File: config.mk
export PLATFORM = sky130hd
export DESIGN_NAME = xbus_seq
export DESIGN_NICKNAME = d
export VERILOG_FILES = /design/src/rtl/xbus_pkg.sv /design/src/rtl/xbus_phase_cnt.sv /design/src/rtl/xbus_req_hold.sv /design/src/rtl/xbus_ctrl.sv /design/src/rtl/xbus_pads.sv /design/src/rtl/xbus_seq.sv
export SDC_FILE = /design/constraint.sdc
export NUM_CORES = 1
export LEC_CHECK = 0
export ABC_AREA = 0
export BUFFER_PORTS_ARGS = -buffer_cell sky130_fd_sc_hd__buf_2
export CAP_MARGIN = 5
export CELL_PAD_IN_SITES_DETAIL_PLACEMENT = 1
export CELL_PAD_IN_SITES_GLOBAL_PLACEMENT = 1
export CORE_UTILIZATION = 30
export DETAILED_ROUTE_END_ITERATION = 16
export MAX_ROUTING_LAYER = met4
export PLACE_DENSITY_LB_ADDON = 0.1
export SETUP_SLACK_MARGIN = 0.1
export SKIP_LAST_GASP = 1
export SYNTH_ARGS = -nofsm -noshare
export SYNTH_HDL_FRONTEND = slang
export SYNTH_SLANG_ARGS = --single-unit
File: constraint.sdc
create_clock -name clk -period 1.95 [get_ports clk]
set_clock_uncertainty 0.05 [all_clocks]
set_input_delay 0.2925 -clock clk [delete_from_list [all_inputs] [get_ports clk]]
set_output_delay 0.2925 -clock clk [all_outputs]
set_load 0.005 [all_outputs]
File: src/rtl/xbus_pkg.sv
package xbus_pkg;

  typedef enum logic [2:0] {
    ST_IDLE  = 3'd0,
    ST_SETUP = 3'd1,
    ST_ASL   = 3'd2,
    ST_FLOAT = 3'd3,
    ST_WSET  = 3'd4,
    ST_DSL   = 3'd5,
    ST_HOLD  = 3'd6
  } xbus_state_e;

  typedef struct packed {
    logic write;
    logic data_sp;
    logic ext;
  } xbus_kind_t;

endpackage

File: src/rtl/xbus_phase_cnt.sv
module xbus_phase_cnt #(
  parameter int CNT_W = 3
) (
  input  logic             clk,
  input  logic             rst_n,
  input  logic             load,
  input  logic [CNT_W-1:0] load_val,
  output logic             zero
);

  logic [CNT_W-1:0] cnt_q;
  logic [CNT_W-1:0] cnt_d;
  logic             cnt_en;

  always_comb begin
    cnt_en = load || (cnt_q != '0);
    if (load) cnt_d = load_val;
    else      cnt_d = cnt_q - CNT_W'(1);
  end

  always_ff @(posedge clk or negedge rst_n) begin
    if (!rst_n)      cnt_q <= '0;
    else if (cnt_en) cnt_q <= cnt_d;
  end

  assign zero = (cnt_q == '0);

endmodule

File: src/rtl/xbus_req_hold.sv
module xbus_req_hold #(
  parameter int ADDR_W = 16,
  parameter int DATA_W = 8
) (
  input  logic                 clk,
  input  logic                 rst_n,
  input  logic                 accept,
  input  logic [ADDR_W-1:0]    req_addr,
  input  logic                 req_write,
  input  logic                 req_data_space,
  input  logic [DATA_W-1:0]    req_wdata,
  input  logic                 ext_timing,
  output logic [ADDR_W-1:0]    addr_q,
  output logic [DATA_W-1:0]    wdata_q,
  output xbus_pkg::xbus_kind_t kind_q
);

  always_ff @(posedge clk or negedge rst_n) begin
    if (!rst_n) begin
      addr_q  <= '0;
      wdata_q <= '0;
      kind_q  <= '0;
    end else if (accept) begin
      addr_q          <= req_addr;
      wdata_q         <= req_wdata;
      kind_q.write    <= req_write;
      kind_q.data_sp  <= req_data_space;
      kind_q.ext      <= ext_timing;
    end
  end

endmodule

File: src/rtl/xbus_ctrl.sv
module xbus_ctrl
  import xbus_pkg::*;
#(
  parameter int AS_LOW_CYC = 1,
  parameter int RD_DS_CYC  = 3,
  parameter int WR_DS_CYC  = 2,
  parameter int EXT_CYC    = 1,
  parameter int CNT_W      = 3
) (
  input  logic             clk,
  input  logic             rst_n,
  input  logic             req_valid,
  input  logic             is_write,
  input  logic             is_ext,
  input  logic             cnt_zero,
  output xbus_state_e      state_q,
  output logic             cnt_load,
  output logic [CNT_W-1:0] cnt_val,
  output logic             accept
);

  localparam logic [CNT_W-1:0] AS_LOAD = CNT_W'(AS_LOW_CYC - 1);
  localparam logic [CNT_W-1:0] RD_LOAD = CNT_W'(RD_DS_CYC - 1);
  localparam logic [CNT_W-1:0] WR_LOAD = CNT_W'(WR_DS_CYC - 1);

  xbus_state_e      state_d;
  logic [CNT_W-1:0] ds_load;
  logic [CNT_W-1:0] ds_base;

  assign ds_base = is_write ? WR_LOAD : RD_LOAD;

  generate
    if (EXT_CYC > 0) begin : g_ext
      localparam logic [CNT_W-1:0] EXT_ADD = CNT_W'(EXT_CYC);
      assign ds_load = is_ext ? (ds_base + EXT_ADD) : ds_base;
    end else begin : g_noext
      logic unused_ext;
      assign unused_ext = is_ext;
      assign ds_load    = ds_base;
    end
  endgenerate

  assign accept = (state_q == ST_IDLE) && req_valid;

  always_comb begin
    state_d  = state_q;
    cnt_load = 1'b0;
    cnt_val  = '0;
    unique case (state_q)
      ST_IDLE:  if (req_valid) state_d = ST_SETUP;
      ST_SETUP: begin
        state_d  = ST_ASL;
        cnt_load = 1'b1;
        cnt_val  = AS_LOAD;
      end
      ST_ASL:   if (cnt_zero) state_d = ST_FLOAT;
      ST_FLOAT: begin
        if (is_write) begin
          state_d = ST_WSET;
        end else begin
          state_d  = ST_DSL;
          cnt_load = 1'b1;
          cnt_val  = ds_load;
        end
      end
      ST_WSET: begin
        state_d  = ST_DSL;
        cnt_load = 1'b1;
        cnt_val  = ds_load;
      end
      ST_DSL:   if (cnt_zero) state_d = ST_HOLD;
      ST_HOLD:  state_d = ST_IDLE;
      default:  state_d = ST_IDLE;
    endcase
  end

  always_ff @(posedge clk or negedge rst_n) begin
    if (!rst_n) state_q <= ST_IDLE;
    else        state_q <= state_d;
  end

endmodule

File: src/rtl/xbus_pads.sv
module xbus_pads
  import xbus_pkg::*;
#(
  parameter int ADDR_W = 16,
  parameter int DATA_W = 8
) (
  input  logic                     clk,
  input  logic                     rst_n,
  input  xbus_state_e              state_q,
  input  logic                     cnt_zero,
  input  logic [ADDR_W-1:0]        addr_q,
  input  logic [DATA_W-1:0]        wdata_q,
  input  xbus_kind_t               kind_q,
  input  logic [DATA_W-1:0]        ad_in,
  output logic [ADDR_W-DATA_W-1:0] addr_hi,
  output logic [DATA_W-1:0]        ad_out,
  output logic                     ad_oe,
  output logic                     as_n,
  output logic                     ds_n,
  output logic                     rw_n,
  output logic                     dm_n,
  output logic                     rsp_done,
  output logic [DATA_W-1:0]        rsp_rdata
);

  logic busy;
  logic addr_phase;
  logic wdata_phase;
  logic capture_en;
  logic done_d;

  assign busy        = (state_q != ST_IDLE);
  assign addr_phase  = (state_q == ST_SETUP) || (state_q == ST_ASL);
  assign wdata_phase = kind_q.write &&
                       ((state_q == ST_WSET) || (state_q == ST_DSL) || (state_q == ST_HOLD));

  always_comb begin
    addr_hi = busy ? addr_q[ADDR_W-1:DATA_W] : '0;
    ad_oe   = addr_phase || wdata_phase;
    if (addr_phase)       ad_out = addr_q[DATA_W-1:0];
    else if (wdata_phase) ad_out = wdata_q;
    else                  ad_out = '0;
    as_n = !(state_q == ST_ASL);
    ds_n = !(state_q == ST_DSL);
    rw_n = busy ? !kind_q.write   : 1'b1;
    dm_n = busy ? !kind_q.data_sp : 1'b1;
  end

  assign capture_en = (state_q == ST_DSL) && cnt_zero && !kind_q.write;
  assign done_d     = (state_q == ST_HOLD);

  always_ff @(posedge clk or negedge rst_n) begin
    if (!rst_n)          rsp_rdata <= '0;
    else if (capture_en) rsp_rdata <= ad_in;
  end

  always_ff @(posedge clk or negedge rst_n) begin
    if (!rst_n) rsp_done <= 1'b0;
    else        rsp_done <= done_d;
  end

endmodule

File: src/rtl/xbus_seq.sv
module xbus_seq #(
  parameter int ADDR_W     = 16,
  parameter int DATA_W     = 8,
  parameter int AS_LOW_CYC = 1,
  parameter int RD_DS_CYC  = 3,
  parameter int WR_DS_CYC  = 2,
  parameter int EXT_CYC    = 1
) (
  input  logic                     clk,
  input  logic                     rst_n,
  input  logic                     req_valid,
  output logic                     req_ready,
  input  logic [ADDR_W-1:0]        req_addr,
  input  logic                     req_write,
  input  logic                     req_data_space,
  input  logic [DATA_W-1:0]        req_wdata,
  input  logic                     ext_timing,
  output logic                     rsp_done,
  output logic [DATA_W-1:0]        rsp_rdata,
  output logic [ADDR_W-DATA_W-1:0] addr_hi,
  output logic [DATA_W-1:0]        ad_out,
  input  logic [DATA_W-1:0]        ad_in,
  output logic                     ad_oe,
  output logic                     as_n,
  output logic                     ds_n,
  output logic                     rw_n,
  output logic                     dm_n
);
  import xbus_pkg::*;

  localparam int DS_MAX  = ((RD_DS_CYC > WR_DS_CYC) ? RD_DS_CYC : WR_DS_CYC) + EXT_CYC;
  localparam int LEN_MAX = (DS_MAX > AS_LOW_CYC) ? DS_MAX : AS_LOW_CYC;
  localparam int CNT_W   = (LEN_MAX < 2) ? 1 : $clog2(LEN_MAX);

  xbus_state_e      state_q;
  xbus_kind_t       kind_q;
  logic [ADDR_W-1:0] addr_q;
  logic [DATA_W-1:0] wdata_q;
  logic             accept;
  logic             cnt_load;
  logic [CNT_W-1:0] cnt_val;
  logic             cnt_zero;

  assign req_ready = (state_q == ST_IDLE);

  xbus_req_hold #(.ADDR_W(ADDR_W), .DATA_W(DATA_W)) u_hold (
    .clk            (clk),
    .rst_n          (rst_n),
    .accept         (accept),
    .req_addr       (req_addr),
    .req_write      (req_write),
    .req_data_space (req_data_space),
    .req_wdata      (req_wdata),
    .ext_timing     (ext_timing),
    .addr_q         (addr_q),
    .wdata_q        (wdata_q),
    .kind_q         (kind_q)
  );

  xbus_ctrl #(
    .AS_LOW_CYC (AS_LOW_CYC),
    .RD_DS_CYC  (RD_DS_CYC),
    .WR_DS_CYC  (WR_DS_CYC),
    .EXT_CYC    (EXT_CYC),
    .CNT_W      (CNT_W)
  ) u_ctrl (
    .clk       (clk),
    .rst_n     (rst_n),
    .req_valid (req_valid),
    .is_write  (kind_q.write),
    .is_ext    (kind_q.ext),
    .cnt_zero  (cnt_zero),
    .state_q   (state_q),
    .cnt_load  (cnt_load),
    .cnt_val   (cnt_val),
    .accept    (accept)
  );

  xbus_phase_cnt #(.CNT_W(CNT_W)) u_cnt (
    .clk      (clk),
    .rst_n    (rst_n),
    .load     (cnt_load),
    .load_val (cnt_val),
    .zero     (cnt_zero)
  );

  xbus_pads #(.ADDR_W(ADDR_W), .DATA_W(DATA_W)) u_pads (
    .clk       (clk),
    .rst_n     (rst_n),
    .state_q   (state_q),
    .cnt_zero  (cnt_zero),
    .addr_q    (addr_q),
    .wdata_q   (wdata_q),
    .kind_q    (kind_q),
    .ad_in     (ad_in),
    .addr_hi   (addr_hi),
    .ad_out    (ad_out),
    .ad_oe     (ad_oe),
    .as_n      (as_n),
    .ds_n      (ds_n),
    .rw_n      (rw_n),
    .dm_n      (dm_n),
    .rsp_done  (rsp_done),
    .rsp_rdata (rsp_rdata)
  );

endmodule

==> results of run 1 <==
[final cells by class]
cell class                      count  area [sq um]  area share [%]
Tap cell                           77          96.3            3.55
Multi-Input combinational cell    106           960            35.3
Clock buffer                        7          86.3            3.18
Inverter                            6          22.5           0.829
Clock inverter                      1          30.0            1.11
Timing Repair Buffer               86           492            18.1
Sequential cell                    41          1030            37.9
[kinds of logic after synthesis]
group	share of synthesized area (%)
compound gates	8.66
xor+xnor	0.848
fa+ha+maj	1.82
buf+inv	4.90
flops	49.6
mux	23.7
simple gates	10.4
[state kept, by name (all words and copies together) (netlist names)]
| register | flops |
|---|---|
| u_pads.rsp_rdata | 8 |
| u_ctrl.state_q | 3 |
| u_pads.rsp_done | 1 |
| u_hold.kind_q | 3 |
| u_hold.wdata_q | 8 |
| u_cnt.cnt_q | 2 |
| u_hold.addr_q | 16 |
[worst max-delay path, delay by kind of cell, from the launching register on]
family | cells | cell delay [ps]
flip-flops | 1 | 450
buffers and inverters | 1 | 130
AO/OA/AOI/OAI | 2 | 250
AND/OR/NAND/NOR | 1 | 310
[per-layer routing]
layer | global-route usage [%] | wire length [microns] | vias to the layer above
li1 | - | - | 735
met5 | - | 0 | -
met2 | 25.1 | 2500 | 43
met1 | 19.7 | 2190 | 744
met3 | 3.11 | 205 | 8
met4 | 4.31 | 70 | 0
[timing repair]
item,4_1_cts,5_1_grt
setup buffers,3,3
endpoints found under the setup margin,11,15
pin swaps,0,1
resized for setup,5,4
[final timing paths]
kind | startpoint | end | cells after the start
max in group asynchronous | rst_n | u_ctrl.state_q[0] | 2
max reg2reg | u_ctrl.state_q[1] | u_pads.rsp_rdata[2] | 4
min reg2reg | u_hold.addr_q[8] | u_hold.addr_q[8] | 1
max | u_ctrl.state_q[1] | ad_out[7] | 4
min | rst_n | u_cnt.cnt_q[1] | 2
min in group clk | req_wdata[6] | u_hold.wdata_q[6] | 2
[synthesized netlist by cell type (2+ instances only)]
library cell / n
inv_1: 5
a21oi_1: 10
clkbuf_1: 4
a211oi_1: 9
dfrtp_1: 41
nand2_1: 12
nor2_1: 3
ha_1: 3
buf_2: 3
o21ai_0: 4
mux2_2: 16
mux2_4: 20
nand3b_1: 2
nor2b_1: 10
and2_1: 2
buf_6: 4
[power groups by stage]
stage | combinational, uW | sequential (uW) | clock (uW)
after floorplan | 1560 | 1520 | 0
final | 2460 | 1580 | 713
after detailed placement | 2330 | 1610 | 0
after global placement | 2270 | 1590 | 0
after global routing | 2740 | 1640 | 779
after CTS | 2430 | 1590 | 741
[stage by stage]
step	utilization, %	hold slack [ps]	total power [uW]	cell area, sq um
CTS	41.2	40.0	4760	2680
global placement	38.9	348	3850	2530
finish	41.8	6.36	4750	2720
detailed placement	38.9	362	3940	2530
floorplan	-	-53.1	3080	2070
global route	41.8	69.1	5160	2720
==> results.json, run 1 <==
{
  "status": "completed",
  "critPathKind": "reg -> out",
  "required_ps": 1610,
  "grt_max_degree": 42,
  "setup_tns_ps": 0,
  "start_util_pct": 31.8,
  "rrSetupSlack_ps": 200,
  "slew_violations": 0,
  "fin_crit_sh_pct": 90.8,
  "p_sw_uw": 1630,
  "fin_crit_ps": 1770,
  "ys_seq_area_share_pct": 49.6,
  "final_cell_mix": "buf_2 (68), dfrtp_1 (38), mux2_4 (20)",
  "start_kind": "register",
  "cts_tree": "yes",
  "synth_seq_cells": 41,
  "area_growth_pct": 31.4,
  "synth_ff_type": "dfrtp_1",
  "wl_per_cell_microns": 15.3,
  "numCtsBuffers": 5,
  "yosysTopAreaCell": "dfrtp_1",
  "io_pins": 69,
  "die_h_microns": 85.0,
  "diodes": 0,
  "synth-edff-count": 0,
  "detail_route.iter0.violations": 51,
  "die_w_microns": 85.0,
  "hpwlAfterDp_mm": 3.62,
  "n_fill_cell": 714,
  "synth.area.top_cells": "dfrtp_1 (50%), mux2_4 (15%), mux2_2 (8.7%), a211oi_1 (3.3%), nor2b_1 (3.0%)",
  "crit_path_max_incr_delay_ps": 450,
  "maxSlewHeadroom_pct": 63.1,
  "synthDistinctLibCells": 33,
  "combPwrFrac_pct": 51.8,
  "ir_drop_uv": 549,
  "rows": 29,
  "port-buffer-count": 68,
  "leakagePower_uw": 0.00130,
  "finalNonFillerCells": 324,
  "vias": 1530,
  "grt_pass1_wl_mm": 8.48,
  "switching_share_pct": 34.4,
  "core_area_sq_mm": 0.00649,
  "die_area_sq_mm": 0.00723,
  "antenna_found_initial": 0,
  "slowest_stage": "dfrtp_2",
  "post-place-ws_ps": 228,
  "ctsRootBufferMaster": "clkbuf_8",
  "dp.cells": 310,
  "cp-end-kind": "output pin",
  "post_drt_via_cell_ratio": 4.72,
  "p_seq_share_pct": 33.2,
  "rsz0062_at_grt": "yes",
  "worst_pin_slew_ps": 554,
  "post-route-drc-count": 0,
  "layout-drive-gt1-share_pct": 57.5,
  "grt-ovfl-total": 0,
  "finalWirelength_mm": 4.96,
  "hp-class": "in -> async",
  "grt_pass1_vias": 1687,
  "cellPowerDensity_mw_per_mm2": 1750,
  "layout_commonest_cell": "buf_2",
  "synth_area_per_cell_sq_um": 12.5,
  "pwr-share-clk_pct": 15.0,
  "clk_pin_slew_worst_paths_ps": 80,
  "p_int_uw": 3120,
  "worstPathArrival_ps": 1430,
  "track_usage_pct": 15.5,
  "hold_violations": 0,
  "cp_max_fo": 10,
  "postCtsHoldBufs": 0,
  "crit_chain": "or2_4 > a21oi_1 > a211oi_2 > buf_2",
  "syn_area_sq_mm": 0.00207,
  "clock-sinks": 41,
  "synth_top_area_share_pct": 49.6,
  "h-tree-depth": 2,
  "drt.antenna.violating_nets": 0,
  "yosysWarnings": 0,
  "clock.fmax_ghz": 0.565,
  "setup_ws_ps": 180,
  "nets": 287,
  "synthCells": 165,
  "drtPass1Iterations": 4,
  "place_congestion": 0.766,
  "synthArstFlopShare_pct": 100,
  "setup_viol": 0,
  "insertion_delay_ps": 290,
  "cts_max_path_buffers": 2,
  "syn_nets": 206,
  "cap_violations": 0
}
Note: power is estimated with default switching activity, not from simulation.
==> run 2: changes to the inputs <==
==> constraint.sdc (replaced) <==
create_clock -name clk -period 2.12 [get_ports clk]
set_clock_uncertainty 0.05 [all_clocks]
set_input_delay 0.318 -clock clk [delete_from_list [all_inputs] [get_ports clk]]
set_output_delay 0.318 -clock clk [all_outputs]
set_load 0.005 [all_outputs]
==> run 2 against run 1 <==
Register-to-register slack better by 100 ps; utilization down 1.0 points; flip-flop and latch count unchanged.
==> results.json, run 2 (synthesis results as in run 1) <==
{
  "io_pins": 69,
  "layout-drive-gt1-share_pct": 55.6,
  "post_dp_cell_area_sq_mm": 0.00247,
  "hold_violations": 0,
  "rrSetupSlack_ps": 300,
  "cts_max_path_buffers": 2,
  "multi_input_area_sq_um": 943,
  "h-tree-depth": 2,
  "cp_max_fo": 10,
  "post-route-drc-count": 0,
  "maxSlewHeadroom_pct": 48.8,
  "die_area_sq_mm": 0.00723,
  "core_area_sq_mm": 0.00649,
  "finalWirelength_mm": 5.03,
  "grt_pass1_vias": 1679,
  "insertion_delay_ps": 300,
  "reg_top3": "u_hold.addr_q: 16 flops, u_hold.wdata_q: 8 flops, u_pads.rsp_rdata: 8 flops",
  "cp-end-kind": "output pin",
  "cts_tree": "yes",
  "drtPass1Iterations": 4,
  "seqCellArea_sq_mm": 0.00103,
  "required_ps": 1750,
  "area_growth_pct": 28.1,
  "diodes": 0,
  "worst_pin_slew_ps": 768,
  "final_cell_mix": "buf_2 (68), dfrtp_1 (38), mux2_4 (20)",
  "clock-sinks": 41,
  "setup_tns_ps": 0,
  "die_h_microns": 85.0,
  "status": "completed",
  "grt-ovfl-total": 0,
  "clk_pin_slew_worst_paths_ps": 80,
  "hp-class": "in -> async",
  "cellPowerDensity_mw_per_mm2": 1600,
  "numCtsBuffers": 5,
  "fin_crit_sh_pct": 87.8,
  "die_w_microns": 85.0,
  "rr_endpoint": "u_pads.rsp_rdata[0]",
  "start_util_pct": 31.8,
  "finalNonFillerCells": 320,
  "hpwlAfterDp_mm": 3.56,
  "p_total_uw": 4240,
  "worstPathArrival_ps": 1490,
  "rows": 29,
  "place_congestion": 0.752,
  "wl_per_cell_microns": 15.7,
  "post_drt_via_cell_ratio": 4.82,
  "regMostFlops": "u_hold.addr_q",
  "leakagePower_uw": 0.00127,
  "critPathKind": "reg -> out",
  "track_usage_pct": 15.5,
  "port-buffer-count": 68,
  "ir_drop_uv": 481,
  "drt.antenna.violating_nets": 0,
  "start_kind": "register",
  "dp.cells": 304,
  "n_fill_cell": 732,
  "cap_violations": 0,
  "detail_route.iter0.violations": 74,
  "setup_viol": 0,
  "final_area_sq_mm": 0.00265,
  "vias": 1541,
  "slew_violations": 0,
  "grt_max_degree": 34,
  "fin_crit_ps": 1860,
  "reg2reg_depth": 5,
  "ctsRootBufferMaster": "clkbuf_8",
  "nets": 284,
  "layout_commonest_cell": "buf_2",
  "r2r-start": "u_cnt.cnt_q[0]",
  "clock.fmax_ghz": 0.537,
  "largest_reg_flops": 16,
  "grt_pass1_wl_mm": 8.55,
  "antenna_found_initial": 0,
  "rsz0062_at_grt": "no"
}
run 2: worst max path at each step:
stage	from	depth (start not counted)	to
3_5_place_dp	u_ctrl.state_q[0]	4	ad_out[7]
5_1_grt	u_ctrl.state_q[1]	3	ad_oe
4_1_cts	u_hold.kind_q[2]	3	ad_oe
3_3_place_gp	u_ctrl.state_q[0]	4	ad_out[1]
2_1_floorplan	u_cnt.cnt_q[0]	5	u_pads.rsp_rdata[0]
6_report	u_ctrl.state_q[1]	3	ad_oe
run 2: through the flow:
stage | hold slack [ps] | utilization [%] | worst slack (ps)
finish | 37.3 | 40.8 | 259
global route | 92.5 | 40.8 | 147
CTS | 74.7 | 39.7 | 126
detailed placement | 404 | 38.0 | 270
global placement | 397 | 38.0 | 324
floorplan | -27.6 | - | 526
run 2: routing by layer:
layer | track usage (%) | vias to the layer above | share of wire [%]
li1 | - | 727 | -
met1 | 19.0 | 766 | 43
met2 | 25.8 | 42 | 51
met3 | 3.02 | 6 | 4.3
met4 | 5.08 | 0 | 1.5
met5 | - | - | 0
run 2: where the power goes:
group / switching, uW / internal, uW
combinational: 913 / 1220
sequential: 296 / 1190
clock: 279 / 343
total: 1490 / 2750
run 2: layout make-up:
class / count / area share, %
Tap cell: 77 / 3.64
Sequential cell: 41 / 38.9
Timing Repair Buffer: 83 / 17.1
Multi-Input combinational cell: 106 / 35.6
Inverter: 6 / 0.850
Clock buffer: 5 / 2.60
Clock inverter: 2 / 1.32
run 2: critical path, cell delays in order (launching register included):
cell and delay, ps:
dfrtp_2 470, and2_1 300, a211oi_1 270, buf_2 160
run 2: repair_timing:
item,4_1_cts,5_1_grt
resized for setup,3,1
pin swaps,0,0
endpoints found under the setup margin,11,9
buffers inserted,0,9
hold buffers,0,0
